## src/rtl/wprot_pkg.sv

```systemverilog
package wprot_pkg;

    // register image of the status bits that can hold state
    typedef struct packed {
        logic       pin_en;   // hardware pin guards status writes
        logic [1:0] blk;      // block protect code
        logic       wel;      // write-enable latch
    } sr_state_t;

    // values captured when a transaction starts
    typedef struct packed {
        logic wp_n;           // pin level at the falling event
        logic wel;            // latch value at the falling event
    } op_ctx_t;

    localparam int unsigned SR_PIN_EN_BIT = 7;
    localparam int unsigned SR_BLK_HI_BIT = 3;
    localparam int unsigned SR_BLK_LO_BIT = 2;
    localparam int unsigned SR_WEL_BIT    = 1;

    function automatic logic [7:0] sr_pack(input sr_state_t s);
        logic [7:0] b;
        b                = 8'h00;
        b[SR_PIN_EN_BIT] = s.pin_en;
        b[SR_BLK_HI_BIT] = s.blk[1];
        b[SR_BLK_LO_BIT] = s.blk[0];
        b[SR_WEL_BIT]    = s.wel;
        return b;
    endfunction

endpackage

```

## src/rtl/wprot_range.sv

```systemverilog
module wprot_range #(
    parameter int unsigned ADDR_W = 15
) (
    input  logic [1:0]        blk,
    input  logic [ADDR_W-1:0] addr,
    output logic              hit
);
    localparam int unsigned TOP = ADDR_W - 1;

    logic in_quarter;
    logic in_half;

    assign in_half    = addr[TOP];
    assign in_quarter = addr[TOP] & addr[TOP-1];

    always_comb begin
        unique case (blk)
            2'b00:   hit = 1'b0;
            2'b01:   hit = in_quarter;
            2'b10:   hit = in_half;
            default: hit = 1'b1;
        endcase
    end
endmodule

```

## src/rtl/wprot_opctx.sv

```systemverilog
module wprot_opctx
    import wprot_pkg::*;
(
    input  logic    clk,
    input  logic    rst_n,
    input  logic    cs_fall,
    input  logic    wr_end,
    input  logic    wp_n,
    input  logic    wel_now,
    output op_ctx_t ctx
);
    op_ctx_t ctx_d, ctx_q;

    always_comb begin
        ctx_d = ctx_q;
        if (cs_fall) begin
            ctx_d.wp_n = wp_n;
            ctx_d.wel  = wel_now;
        end else if (wr_end) begin
            ctx_d.wel  = 1'b0;
        end
    end

    always_ff @(posedge clk or negedge rst_n) begin
        if (!rst_n) begin
            ctx_q <= '{wp_n: 1'b1, wel: 1'b0};
        end else begin
            ctx_q <= ctx_d;
        end
    end

    assign ctx = ctx_q;
endmodule

```

## src/rtl/wprot_status.sv

```systemverilog
module wprot_status
    import wprot_pkg::*;
#(
    parameter logic [7:0] SR_INIT = 8'h00
) (
    input  logic       clk,
    input  logic       rst_n,
    input  logic       set_wel,
    input  logic       clr_wel,
    input  logic       wr_end,
    input  logic       sr_wr,
    input  logic [7:0] sr_wdata,
    input  logic       sr_grant,
    output sr_state_t  st
);
    localparam sr_state_t ST_RESET = '{
        pin_en: SR_INIT[SR_PIN_EN_BIT],
        blk:    SR_INIT[SR_BLK_HI_BIT:SR_BLK_LO_BIT],
        wel:    1'b0
    };

    sr_state_t st_d, st_q;

    always_comb begin
        st_d = st_q;
        if (sr_wr && sr_grant) begin
            st_d.pin_en = sr_wdata[SR_PIN_EN_BIT];
            st_d.blk    = sr_wdata[SR_BLK_HI_BIT:SR_BLK_LO_BIT];
        end
        if (set_wel) begin
            st_d.wel = 1'b1;
        end
        if (clr_wel || wr_end) begin
            st_d.wel = 1'b0;
        end
    end

    always_ff @(posedge clk or negedge rst_n) begin
        if (!rst_n) begin
            st_q <= ST_RESET;
        end else begin
            st_q <= st_d;
        end
    end

    assign st = st_q;
endmodule

```

## src/rtl/wprot_ctrl.sv

```systemverilog
module wprot_ctrl
    import wprot_pkg::*;
#(
    parameter int unsigned ADDR_W  = 15,
    parameter logic [7:0]  SR_INIT = 8'h00
) (
    input  logic              clk,
    input  logic              rst_n,
    input  logic              ev_cs_fall,
    input  logic              ev_set_wel,
    input  logic              ev_clr_wel,
    input  logic              ev_sr_wr,
    input  logic [7:0]        sr_wdata,
    input  logic              ev_wr_end,
    input  logic              wp_n,
    input  logic [ADDR_W-1:0] mem_addr,
    output logic [7:0]        status_byte,
    output logic              mem_wr_ok,
    output logic              sr_wr_ok
);
    sr_state_t st;
    op_ctx_t   ctx;
    logic      blk_hit;
    logic      pin_lock;

    wprot_status #(.SR_INIT(SR_INIT)) u_status (
        .clk      (clk),
        .rst_n    (rst_n),
        .set_wel  (ev_set_wel),
        .clr_wel  (ev_clr_wel),
        .wr_end   (ev_wr_end),
        .sr_wr    (ev_sr_wr),
        .sr_wdata (sr_wdata),
        .sr_grant (sr_wr_ok),
        .st       (st)
    );

    wprot_opctx u_ctx (
        .clk     (clk),
        .rst_n   (rst_n),
        .cs_fall (ev_cs_fall),
        .wr_end  (ev_wr_end),
        .wp_n    (wp_n),
        .wel_now (st.wel),
        .ctx     (ctx)
    );

    wprot_range #(.ADDR_W(ADDR_W)) u_range (
        .blk  (st.blk),
        .addr (mem_addr),
        .hit  (blk_hit)
    );

    assign pin_lock    = st.pin_en & ~ctx.wp_n;
    assign sr_wr_ok    = ctx.wel & ~pin_lock;
    assign mem_wr_ok   = ctx.wel & ~blk_hit;
    assign status_byte = sr_pack(st);
endmodule

```

## config.mk

```make
export PLATFORM = sky130hd
export DESIGN_NAME = wprot_ctrl
export DESIGN_NICKNAME = d
export VERILOG_FILES = /design/src/rtl/wprot_pkg.sv /design/src/rtl/wprot_range.sv /design/src/rtl/wprot_opctx.sv /design/src/rtl/wprot_status.sv /design/src/rtl/wprot_ctrl.sv
export SDC_FILE = /design/constraint.sdc
export NUM_CORES = 1
export LEC_CHECK = 0
export ABC_AREA = 1
export BUFFER_PORTS_ARGS = -buffer_cell sky130_fd_sc_hd__buf_2
export CORE_AREA = 2 2 39 41
export CTS_CLUSTER_DIAMETER = 40
export DETAILED_ROUTE_END_ITERATION = 10
export DIE_AREA = 0 0 41 43
export GPL_TIMING_DRIVEN = 0
export REMOVE_ABC_BUFFERS = 1
export SLEW_MARGIN = 15
export SYNTH_ARGS = -nofsm -noshare
export SYNTH_HDL_FRONTEND = slang
export SYNTH_SLANG_ARGS = --single-unit
```

## constraint.sdc

```tcl
create_clock -name clk -period 1.3 [get_ports clk]
set_clock_uncertainty 0.1 [all_clocks]
set_input_delay 0.13 -clock clk [delete_from_list [all_inputs] [get_ports clk]]
set_output_delay 0.13 -clock clk [all_outputs]
set_load 0.02 [all_outputs]
```

==> results of run 1 <==
timing repair:
item | 4_1_cts | 5_1_grt
endpoints found under the hold margin | 8 | 0
buffers inserted | 1 | 0
hold buffers | 5 | 0
gates resized for setup | 2 | 3
setup endpoints to repair | 1 | 5
pin swaps | 1 | 0
Yosys cell counts:
master                      n  area, sq um
sky130_fd_sc_hd__dfrtp_1    5          125
sky130_fd_sc_hd__nand3_2    1         10.0
sky130_fd_sc_hd__nand3_1    1         5.00
sky130_fd_sc_hd__nand4_1    3         18.8
sky130_fd_sc_hd__a21boi_1   1         7.51
sky130_fd_sc_hd__inv_1      1         3.75
sky130_fd_sc_hd__dfstp_2    1         26.3
sky130_fd_sc_hd__conb_1     1         3.75
sky130_fd_sc_hd__buf_4      5         37.5
sky130_fd_sc_hd__o21ai_0    1         5.00
sky130_fd_sc_hd__nor3_1     1         5.00
sky130_fd_sc_hd__nor2_1     3         11.3
sky130_fd_sc_hd__o21a_1     1         7.51
sky130_fd_sc_hd__nand2_1   12         45.0
registers in the layout, summed over array words and instances (netlist names):
name         count
u_ctx.ctx        2
u_status.st      4
power by group through the flow:
stage               Clock [mW]  Combinational (mW)  Sequential (mW)
floorplan                    0              0.0558            0.275
CTS                      0.196               0.165            0.242
detailed placement           0               0.148            0.245
finish                   0.183               0.168            0.246
global route             0.206               0.187            0.253
global placement             0               0.145            0.245
worst reg2reg max path: cells and delay by family (launching register included):
kind          cells  cell delay (ps)
buf+inv           2              170
flops             1              520
simple gates      4              290
cell families after synthesis:
| group | count (synthesis) |
|---|---|
| buffers and inverters | 6 |
| other | 1 |
| AO/OA/AOI/OAI | 3 |
| AND/OR/NAND/NOR | 21 |
| flip-flops | 6 |
through the flow:
| step | setup TNS (ps) | hold slack [ps] | area, sq um | power, mW | utilization |
|---|---|---|---|---|---|
| after floorplan | 0 | -266 | 285 | 0.331 | - |
| after global placement | 0 | -141 | 395 | 0.390 | 0.286 |
| after detailed placement | 0 | -138 | 395 | 0.393 | 0.286 |
| after CTS | -28.6 | 43.2 | 482 | 0.603 | 0.348 |
| after global routing | -109 | 64.0 | 490 | 0.646 | 0.354 |
| final | 0 | 52.4 | 490 | 0.597 | 0.354 |
cell type report:
type / count / share of cell area
timing repair buffer: 24 / 0.311
sequential: 6 / 0.309
multi-input combinational: 28 / 0.278
clock buffer: 4 / 0.0536
tap: 16 / 0.0408
inverter: 1 / 0.00765
per-layer routing:
layer / part of all wire / up-vias
met4: 0 / 0
met5: 0 / -
li1: - / 166
met2: 0.44 / 19
met3: 0.12 / 0
met1: 0.43 / 145
placed cells by master, fill, tap and decap left out, drive strengths merged, types with 2 or more instances in the layout:
cell type / instances
dlygate4sd3: 5
buf: 19
clkbuf: 4
nand3: 2
nor2: 3
nand2: 12
conb: 4
dfrtp: 5
nand4: 3
how the worst max path moves through the flow:
stage,start,end,cells after the start
after floorplan,u_status.st[1]$_DFFE_PN0P_,mem_wr_ok,2
after detailed placement,u_ctx.ctx[1]$_DFFE_PN1P_,u_status.st[3]$_DFFE_PN0P_,5
after global placement,u_ctx.ctx[1]$_DFFE_PN1P_,u_status.st[1]$_DFFE_PN0P_,5
final,u_ctx.ctx[1]$_DFFE_PN1P_,sr_wr_ok,3
after global routing,u_ctx.ctx[0]$_DFFE_PN0P_,mem_wr_ok,3
after CTS,u_ctx.ctx[1]$_DFFE_PN1P_,sr_wr_ok,3
==> results.yml, run 1 <==
outcome:
  outcome: "complete, no violations"
worst_setup_path:
  critical_path.max_fanout: 2
  cp_num_buf_inv: 2
  rr_endpoint: "u_status.st[3]$_DFFE_PN0P_"
  critical_path_arrival_ps: 1060
  r2r-start: "u_ctx.ctx[1]$_DFFE_PN1P_"
  timing.setup.critical_path_class: "flip-flop to output pin"
  worst_r2r_path_depth: 6
  critPathTopFamily: "flip-flops"
  critPathRequiredTime_ps: 1070
  crit_path_top_delay_cell: "sky130_fd_sc_hd__dfstp_2"
  critical_path.cell_chain: "inv_2 -> a21boi_2 -> buf_4"
  startpoint_type: "flip-flop"
  regToRegSetupSlack_ps: 100
  cpPeakStageDelay_ps: 520
  critical_path.endpoint_type: "output pin"
grt:
  initial_antenna_violation_count: 0
  global_route_wire_length_before_repair_mm: 1.03
  gr-total-overflow: 0
  grt_start_max_net_pins: 8
  globalRoute.busiestLayer: "met2"
  global_route_met3_utilization: 0.0314
  grt_use_met1: 0.106
  grt_use_total: 0.0881
  met2_track_demand_over_resource_in_global_routing: 0.125
  number_of_global_route_vias_before_repair: 285
synth:
  synth_simple_gate_area_frac: 0.305
  synth.cell_area_sq_um: 312
  synth_seq_cells: 6
  synth_compound_area_frac: 0.0643
  ys_types: 14
  yosys-mux-area-fraction: 0
  synthCells: 37
  yosysSeqAreaShare: 0.486
  synth_area_per_cell_sq_um: 8.42
  synth_xor_area_frac: 0
  largest_family_of_logic_cells_by_synthesized_area: "simple AND/OR/NAND/NOR gates"
  synthAdderAreaFrac: 0
  yosys_warnings: 0
die:
  core_sq_um: 1380
  die_width_um: 41
  floorplan.io_pins: 41
  die_area_sq_um: 1760
  initial_cell_density_of_the_core: 0.225
  fp-row-count: 14
  die_h_um: 43
power:
  combinationalPowerShare: 0.282
  power.static_leakage_nw: 0.262
  pwr_dens_nw_per_um2: 1220
  clockPowerShare: 0.307
  p_int_mw: 0.404
  net_sw_power_mw: 0.193
  irDropWorstVdd_mv: 0.704
  switching_share: 0.323
  sequentialPowerShare: 0.412
place:
  gp_congestion: 0.560
  dp_cells: 69
  port_buffers: 18
  detailedPlace.worstSlack_ps: 188
clock_tree:
  worst_setup_hold_path_clk_slew_ps: 50
  root_buffer: "sky130_fd_sc_hd__clkbuf_4"
  cts_sinks: 6
  htreeDepth: 1
  ctsLongestPathBuffers: 2
  cts_tree: "built"
  clock_latency_ps: 240
  cts_made_buffers: 3
route:
  vias_per_cell: 4.18
  detailroute.via_count: 330
  detail_route.wirelength_um: 686
  drtPass1Iterations: 2
  wl_per_cell_um: 8.68
  drcViolationCount: 0
  final_antenna_net_count: 0
  drt_first_iter_violations: 2
cells_and_area:
  area_growth_pct: 57.4
  seq_area_sq_um: 151
  nNetsFinal: 95
  final_cells: 79
  drive_above_1_share: 0.429
  fillerInstances: 145
  antenna_cells: 0
  multi_input_logic_area_sq_um: 136
worst_hold_path:
  worstHoldPathCells: 3
  worst_hold_path.endpoint: "u_status.st[0]$_DFFE_PN0P_"
  hold_path.class: "primary input to flip-flop"
  hold_path.startpoint: "ev_set_wel"
sta:
  maxClockFrequency_mhz: 776
  period_needed_ps: 1290
  number_of_pins_with_negative_max_slew_slack_in_the_final_report: 0
  setup_violators_final: 0
  setup_repair_after_global_routing_missed_its_margin: "yes"
  finalHoldViolCount: 0
  final_worst_path_cycle_share: 0.991
  timing.final.ws_setup_ps: 12.1
flow_run:
  cap_violations: 0
No activity file was read; power rests on OpenSTA's default activity.
==> run 2, diff against run 1 <==
- ABC_AREA: 1 -> default
- SKIP_LAST_GASP: default -> 1
==> run 2 against run 1 <==
Compared with the run above: the run now ends with negative setup slack left; synthesized area fell by 0.80%; hold slack got worse by 40 ps; sequential power rose by 5%; first-iteration DRC count fell by 100%; synthesized cell count fell by 16%; sequential share of layout area fell by 0.77 points; maximum frequency fell by 1.8%; worst setup slack got worse by 23 ps; register-to-register slack got worse by 90 ps; global-route usage rose by 0.13 points; cell area rose by 2.6%; final cell count fell by 5.1%; critical path type unchanged.
==> results.yml, run 2 <==
outcome:
  outcome: "complete, but fails checks"
  failed_checks: "negative setup slack"
die:
  die_h_um: 43
  die_area_sq_um: 1760
  core_sq_um: 1380
  fp-row-count: 14
  floorplan.io_pins: 41
  initial_cell_density_of_the_core: 0.223
  die_width_um: 41
synth:
  synth_simple_gate_area_frac: 0.134
  ys_types: 18
  synth.cell_area_sq_um: 309
  synth_ff_type: "sky130_fd_sc_hd__dfrtp_1"
  synthTopCellsByCount: "5 x sky130_fd_sc_hd__buf_4, 5 x sky130_fd_sc_hd__dfrtp_1, 4 x sky130_fd_sc_hd__nand2_1, 2 x sky130_fd_sc_hd__mux2_1, 2 x sky130_fd_sc_hd__o21ai_1"
  synth_xor_area_frac: 0
  synthArstFlopShare: 1.00
  synthTopCellsByArea: "sky130_fd_sc_hd__dfrtp_1 40%, sky130_fd_sc_hd__buf_4 12%, sky130_fd_sc_hd__dfstp_2 8.5%, sky130_fd_sc_hd__mux2_1 7.3%, sky130_fd_sc_hd__nand2_1 4.9%"
  largest_family_of_logic_cells_by_synthesized_area: "compound AO/OA/AOI/OAI gates"
  synth_edf_count: 0
  synthCells: 31
  post-synth-top-area-fraction: 0.405
  post-synth-top-area-cell: "sky130_fd_sc_hd__dfrtp_1"
  yosysSeqAreaShare: 0.490
  synth_seq_cells: 6
  yosys_warnings: 0
  synth_area_per_cell_sq_um: 9.97
  yosys-mux-area-fraction: 0.0729
  synth_compound_area_frac: 0.158
  synthAdderAreaFrac: 0
cells_and_area:
  largest_register_ff_count: 4
  seq_area_sq_um: 151
  final_cells: 75
  final_cell_mix: "16 x sky130_fd_sc_hd__buf_2, 6 x sky130_fd_sc_hd__dlygate4sd3_1, 5 x sky130_fd_sc_hd__dfrtp_1"
  fillerInstances: 149
  nNetsFinal: 91
  antenna_cells: 0
  layout.cells.most_common: "sky130_fd_sc_hd__buf_2"
  area_growth_pct: 62.8
  multi_input_logic_area_sq_um: 131
  drive_above_1_share: 0.475
sta:
  period_needed_ps: 1310
  number_of_pins_with_negative_max_slew_slack_in_the_final_report: 0
  finalHoldViolCount: 0
  setup_violators_final: 1
  setup_repair_after_global_routing_missed_its_margin: "yes"
  maxClockFrequency_mhz: 763
  final_worst_path_cycle_share: 1.01
  timing.final.ws_setup_ps: -11.3
clock_tree:
  cts_made_buffers: 3
  cts_tree: "built"
  htreeDepth: 1
  worst_setup_hold_path_clk_slew_ps: 50
  ctsLongestPathBuffers: 2
  clock_latency_ps: 240
  root_buffer: "sky130_fd_sc_hd__clkbuf_4"
  cts_sinks: 6
grt:
  grt_use_met1: 0.0870
  grt_use_total: 0.0894
  global_route_met3_utilization: 0.0314
  number_of_global_route_vias_before_repair: 292
  globalRoute.busiestLayer: "met2"
  initial_antenna_violation_count: 0
  gr-total-overflow: 0
  grt_start_max_net_pins: 7
  global_route_wire_length_before_repair_mm: 1.02
  met2_track_demand_over_resource_in_global_routing: 0.147
route:
  detailroute.via_count: 297
  vias_per_cell: 3.96
  detail_route.wirelength_um: 656
  drtPass1Iterations: 1
  wl_per_cell_um: 8.75
  drcViolationCount: 0
  drt_first_iter_violations: 0
  final_antenna_net_count: 0
worst_hold_path:
  hold_path.class: "primary input to flip-flop"
  worstHoldPathCells: 2
place:
  port_buffers: 18
  dpl.hpwl_um: 452
  gp_congestion: 0.599
  dp_cells: 63
power:
  pwr_dens_nw_per_um2: 1280
  irDropWorstVdd_mv: 0.432
  power.static_leakage_nw: 0.253
  power_mw: 0.644
worst_setup_path:
  timing.setup.critical_path_class: "flip-flop to output pin"
  worst_r2r_path_depth: 3
  critPathRequiredTime_ps: 1070
  critical_path.endpoint_type: "output pin"
  critical_path.max_fanout: 3
  critical_path_arrival_ps: 1080
  startpoint_type: "flip-flop"
flow_run:
  cap_violations: 0
[run 2: cells by family (layout without fill, tap and decap cells)]
group / count (synthesis) / after routing
AOI/OAI and AO/OA: 7 / 7
buffers and inverters: 6 / 31
DFF: 6 / 6
muxes: 2 / 2
other: 1 / 4
and+or+nand+nor: 9 / 9
[run 2: cell type report]
class / count / share of cell area
timing repair buffer: 26 / 0.338
sequential: 6 / 0.301
multi-input combinational: 22 / 0.261
clock buffer: 4 / 0.0522
tap: 16 / 0.0398
inverter: 1 / 0.00746
[run 2: what timing repair did]
| action | in CTS | in global routing |
|---|---|---|
| endpoints found under the hold margin | 10 | 0 |
| pin swaps | 2 | 0 |
| resized for setup | 3 | 1 |
| buffers inserted | 2 | 0 |
| hold buffers | 6 | 0 |
| endpoints found under the setup margin | 4 | 4 |
[run 2: routing by layer]
| metal | share of wire | vias to the layer above |
|---|---|---|
| met5 | 0 | - |
| met3 | 0.12 | 0 |
| met4 | 0 | 0 |
| li1 | - | 151 |
| met1 | 0.44 | 128 |
| met2 | 0.45 | 18 |
[run 2: through the flow]
stage	setup WS, ps	instance area, sq um	hold WS (ps)	utilization	TNS [ps]
global placement	-14.6	393	-142	0.284	-28.2
floorplan	38.1	283	-266	-	0
detailed placement	-22.6	393	-140	0.284	-45.1
finish	-11.3	503	12.7	0.363	-11.3
global route	-76.4	503	3.48	0.363	-211
CTS	-19.1	499	4.88	0.361	-25.7
[run 2: worst paths after layout]
kind	startpoint	endpoint	slack (ps)
setup reg to reg	u_ctx.ctx[1]$_DFFE_PN1P_	u_status.st[2]$_DFFE_PN0P_	10
min in group asynchronous	rst_n	u_status.st[0]$_DFFE_PN0P_	140
hold / removal	sr_wdata[3]	u_status.st[2]$_DFFE_PN0P_	10
setup / recovery	u_ctx.ctx[1]$_DFFE_PN1P_	sr_wr_ok	-10
hold reg to reg	u_status.st[0]$_DFFE_PN0P_	u_ctx.ctx[0]$_DFFE_PN0P_	420
max in group asynchronous	rst_n	u_ctx.ctx[1]$_DFFE_PN1P_	740
[run 2: where the power goes]
group          internal [mW]  switching [mW]
Sequential             0.225          0.0338
Clock                  0.116          0.0673
Combinational         0.0963           0.106
Total                  0.437           0.207
[run 2: critical path: stages, from the launching register on]
cell                       delay, ps
sky130_fd_sc_hd__dfstp_2         530
sky130_fd_sc_hd__inv_2            50
sky130_fd_sc_hd__a21boi_1        110
sky130_fd_sc_hd__buf_4           150
==> run 3, diff against run 2 <==
- PLACE_DENSITY: default -> 0.65
- clock period: 1.3 -> 1.1 ns (I/O delays scaled with it)
==> run 3 against run 2 <==
Compared with the run above: the run still ends with negative setup slack left; sequential share of layout area down 0.59 points; global-route usage down 0.74 points; clock power grew 17%; sequential power is 18% higher; critical path depth did not move; hold slack better by 24 ps; critical path type is now flip-flop to flip-flop; largest power group unchanged; highest routed layer unchanged.
==> results.yml, run 3 (same netlist as run 2, synthesis figures left out) <==
outcome:
  outcome: "complete, but fails checks"
  failed_checks: "negative setup slack"
worst_setup_path:
  critical_path.max_fanout: 3
  critical_path.endpoint_type: "flip-flop"
  critPathRequiredTime_ps: 1120
  timing.setup.critical_path_class: "flip-flop to flip-flop"
  critical_path.cell_chain: "inv_2 -> a21oi_2 -> mux2_1"
  cp_num_buf_inv: 1
  crit_path_top_delay_cell: "sky130_fd_sc_hd__dfstp_2"
  critical_path_arrival_ps: 1320
  critPathTopFamily: "flip-flops"
  startpoint_type: "flip-flop"
  cpPeakStageDelay_ps: 530
cells_and_area:
  finalInstanceArea_sq_um: 513
  nNetsFinal: 92
  area_growth_pct: 66.0
  final_cell_mix: "16 x sky130_fd_sc_hd__buf_2, 7 x sky130_fd_sc_hd__dlygate4sd3_1, 5 x sky130_fd_sc_hd__dfrtp_1"
  final_cells: 76
  layout.cells.most_common: "sky130_fd_sc_hd__buf_2"
  drive_above_1_share: 0.467
  antenna_cells: 0
  largest_register_ff_count: 4
clock_tree:
  cts_tree: "built"
  cts_sinks: 6
  htreeDepth: 1
  clock_latency_ps: 240
  worst_setup_hold_path_clk_slew_ps: 50
  root_buffer: "sky130_fd_sc_hd__clkbuf_4"
  cts_made_buffers: 3
  ctsLongestPathBuffers: 2
sta:
  timing.final.ws_setup_ps: -194
  number_of_pins_with_negative_max_slew_slack_in_the_final_report: 0
  period_needed_ps: 1290
  setup_violators_final: 4
  final_worst_path_cycle_share: 1.18
  setup_repair_after_global_routing_missed_its_margin: "yes"
  finalHoldViolCount: 0
  tns_ps: -727
  maxClockFrequency_mhz: 773
grt:
  initial_antenna_violation_count: 0
  grt_start_max_net_pins: 7
  grt_use_total: 0.0821
  gr-total-overflow: 0
  number_of_global_route_vias_before_repair: 280
  global_route_wire_length_before_repair_um: 931
power:
  irDropWorstVdd_mv: 0.623
  power.static_leakage_nw: 0.260
  pwr_dens_nw_per_um2: 1490
die:
  initial_cell_density_of_the_core: 0.223
  floorplan.io_pins: 41
  core_sq_um: 1380
  fp-row-count: 14
  die_width_um: 41
  die_area_sq_um: 1760
  die_h_um: 43
route:
  wl_per_cell_um: 8.84
  final_antenna_net_count: 0
  detailroute.via_count: 302
  drtPass1Iterations: 2
  vias_per_cell: 3.97
  drt_first_iter_violations: 1
  drcViolationCount: 0
  detail_route.wirelength_um: 672
place:
  dp_cells: 63
  place_area_sq_um: 393
  port_buffers: 18
  dpl.hpwl_um: 477
  gp_congestion: 0.569
flow_run:
  cap_violations: 0
worst_hold_path:
  hold_path.class: "primary input to flip-flop"
-- run 3: final cells by class --
class,instances,area (sq um)
Multi-Input combinational cell,22,131
Timing Repair Buffer,27,180
Inverter,1,3.75
Fill cell,145,871
Tap cell,16,20.0
Sequential cell,6,151
Clock buffer,4,26.3
-- run 3: repair_timing --
| item | CTS | global route |
|---|---|---|
| resized for setup | 4 | 0 |
| setup buffers | 1 | 1 |
| pin swaps | 3 | 0 |
| hold endpoints to repair | 11 | 0 |
| hold buffers | 7 | 0 |
| setup endpoints to repair | 4 | 4 |
-- run 3: routing by layer --
metal / part of all wire / vias up / GRT usage
li1: - / 156 / -
met1: 0.43 / 127 / 0.0728
met2: 0.46 / 19 / 0.138
met3: 0.10 / 0 / 0.0314
met4: 0 / 0 / 0.0600
met5: 0 / - / 0
-- run 3: path summary, 6_finish.rpt --
| path | startpoint | to | depth (start not counted) | slack (ps) |
|---|---|---|---|---|
| max | u_ctx.ctx[1]$_DFFE_PN1P_ | u_status.st[1]$_DFFE_PN0P_ | 3 | -190 |
| min | sr_wdata[7] | u_status.st[3]$_DFFE_PN0P_ | 2 | 40 |
| max reg2reg | u_ctx.ctx[1]$_DFFE_PN1P_ | u_status.st[1]$_DFFE_PN0P_ | 3 | -190 |
| min reg2reg | u_status.st[0]$_DFFE_PN0P_ | u_ctx.ctx[0]$_DFFE_PN0P_ | 2 | 430 |
| max in group asynchronous | rst_n | u_ctx.ctx[1]$_DFFE_PN1P_ | 2 | 560 |
| min in group asynchronous | rst_n | u_status.st[0]$_DFFE_PN0P_ | 2 | 120 |
-- run 3: metrics by stage --
step / util / setup WS [ps] / hold WS, ps / power [mW]
global route: 0.371 / -243 / 27.0 / 0.827
CTS: 0.365 / -207 / 27.6 / 0.767
floorplan: - / -162 / -286 / 0.421
detailed placement: 0.284 / -222 / -161 / 0.499
global placement: 0.284 / -209 / -163 / 0.495
finish: 0.371 / -194 / 36.3 / 0.766
-- run 3: where the power goes --
group	internal, mW	switching (mW)
Combinational	0.124	0.121
Clock	0.137	0.0784
Sequential	0.266	0.0395
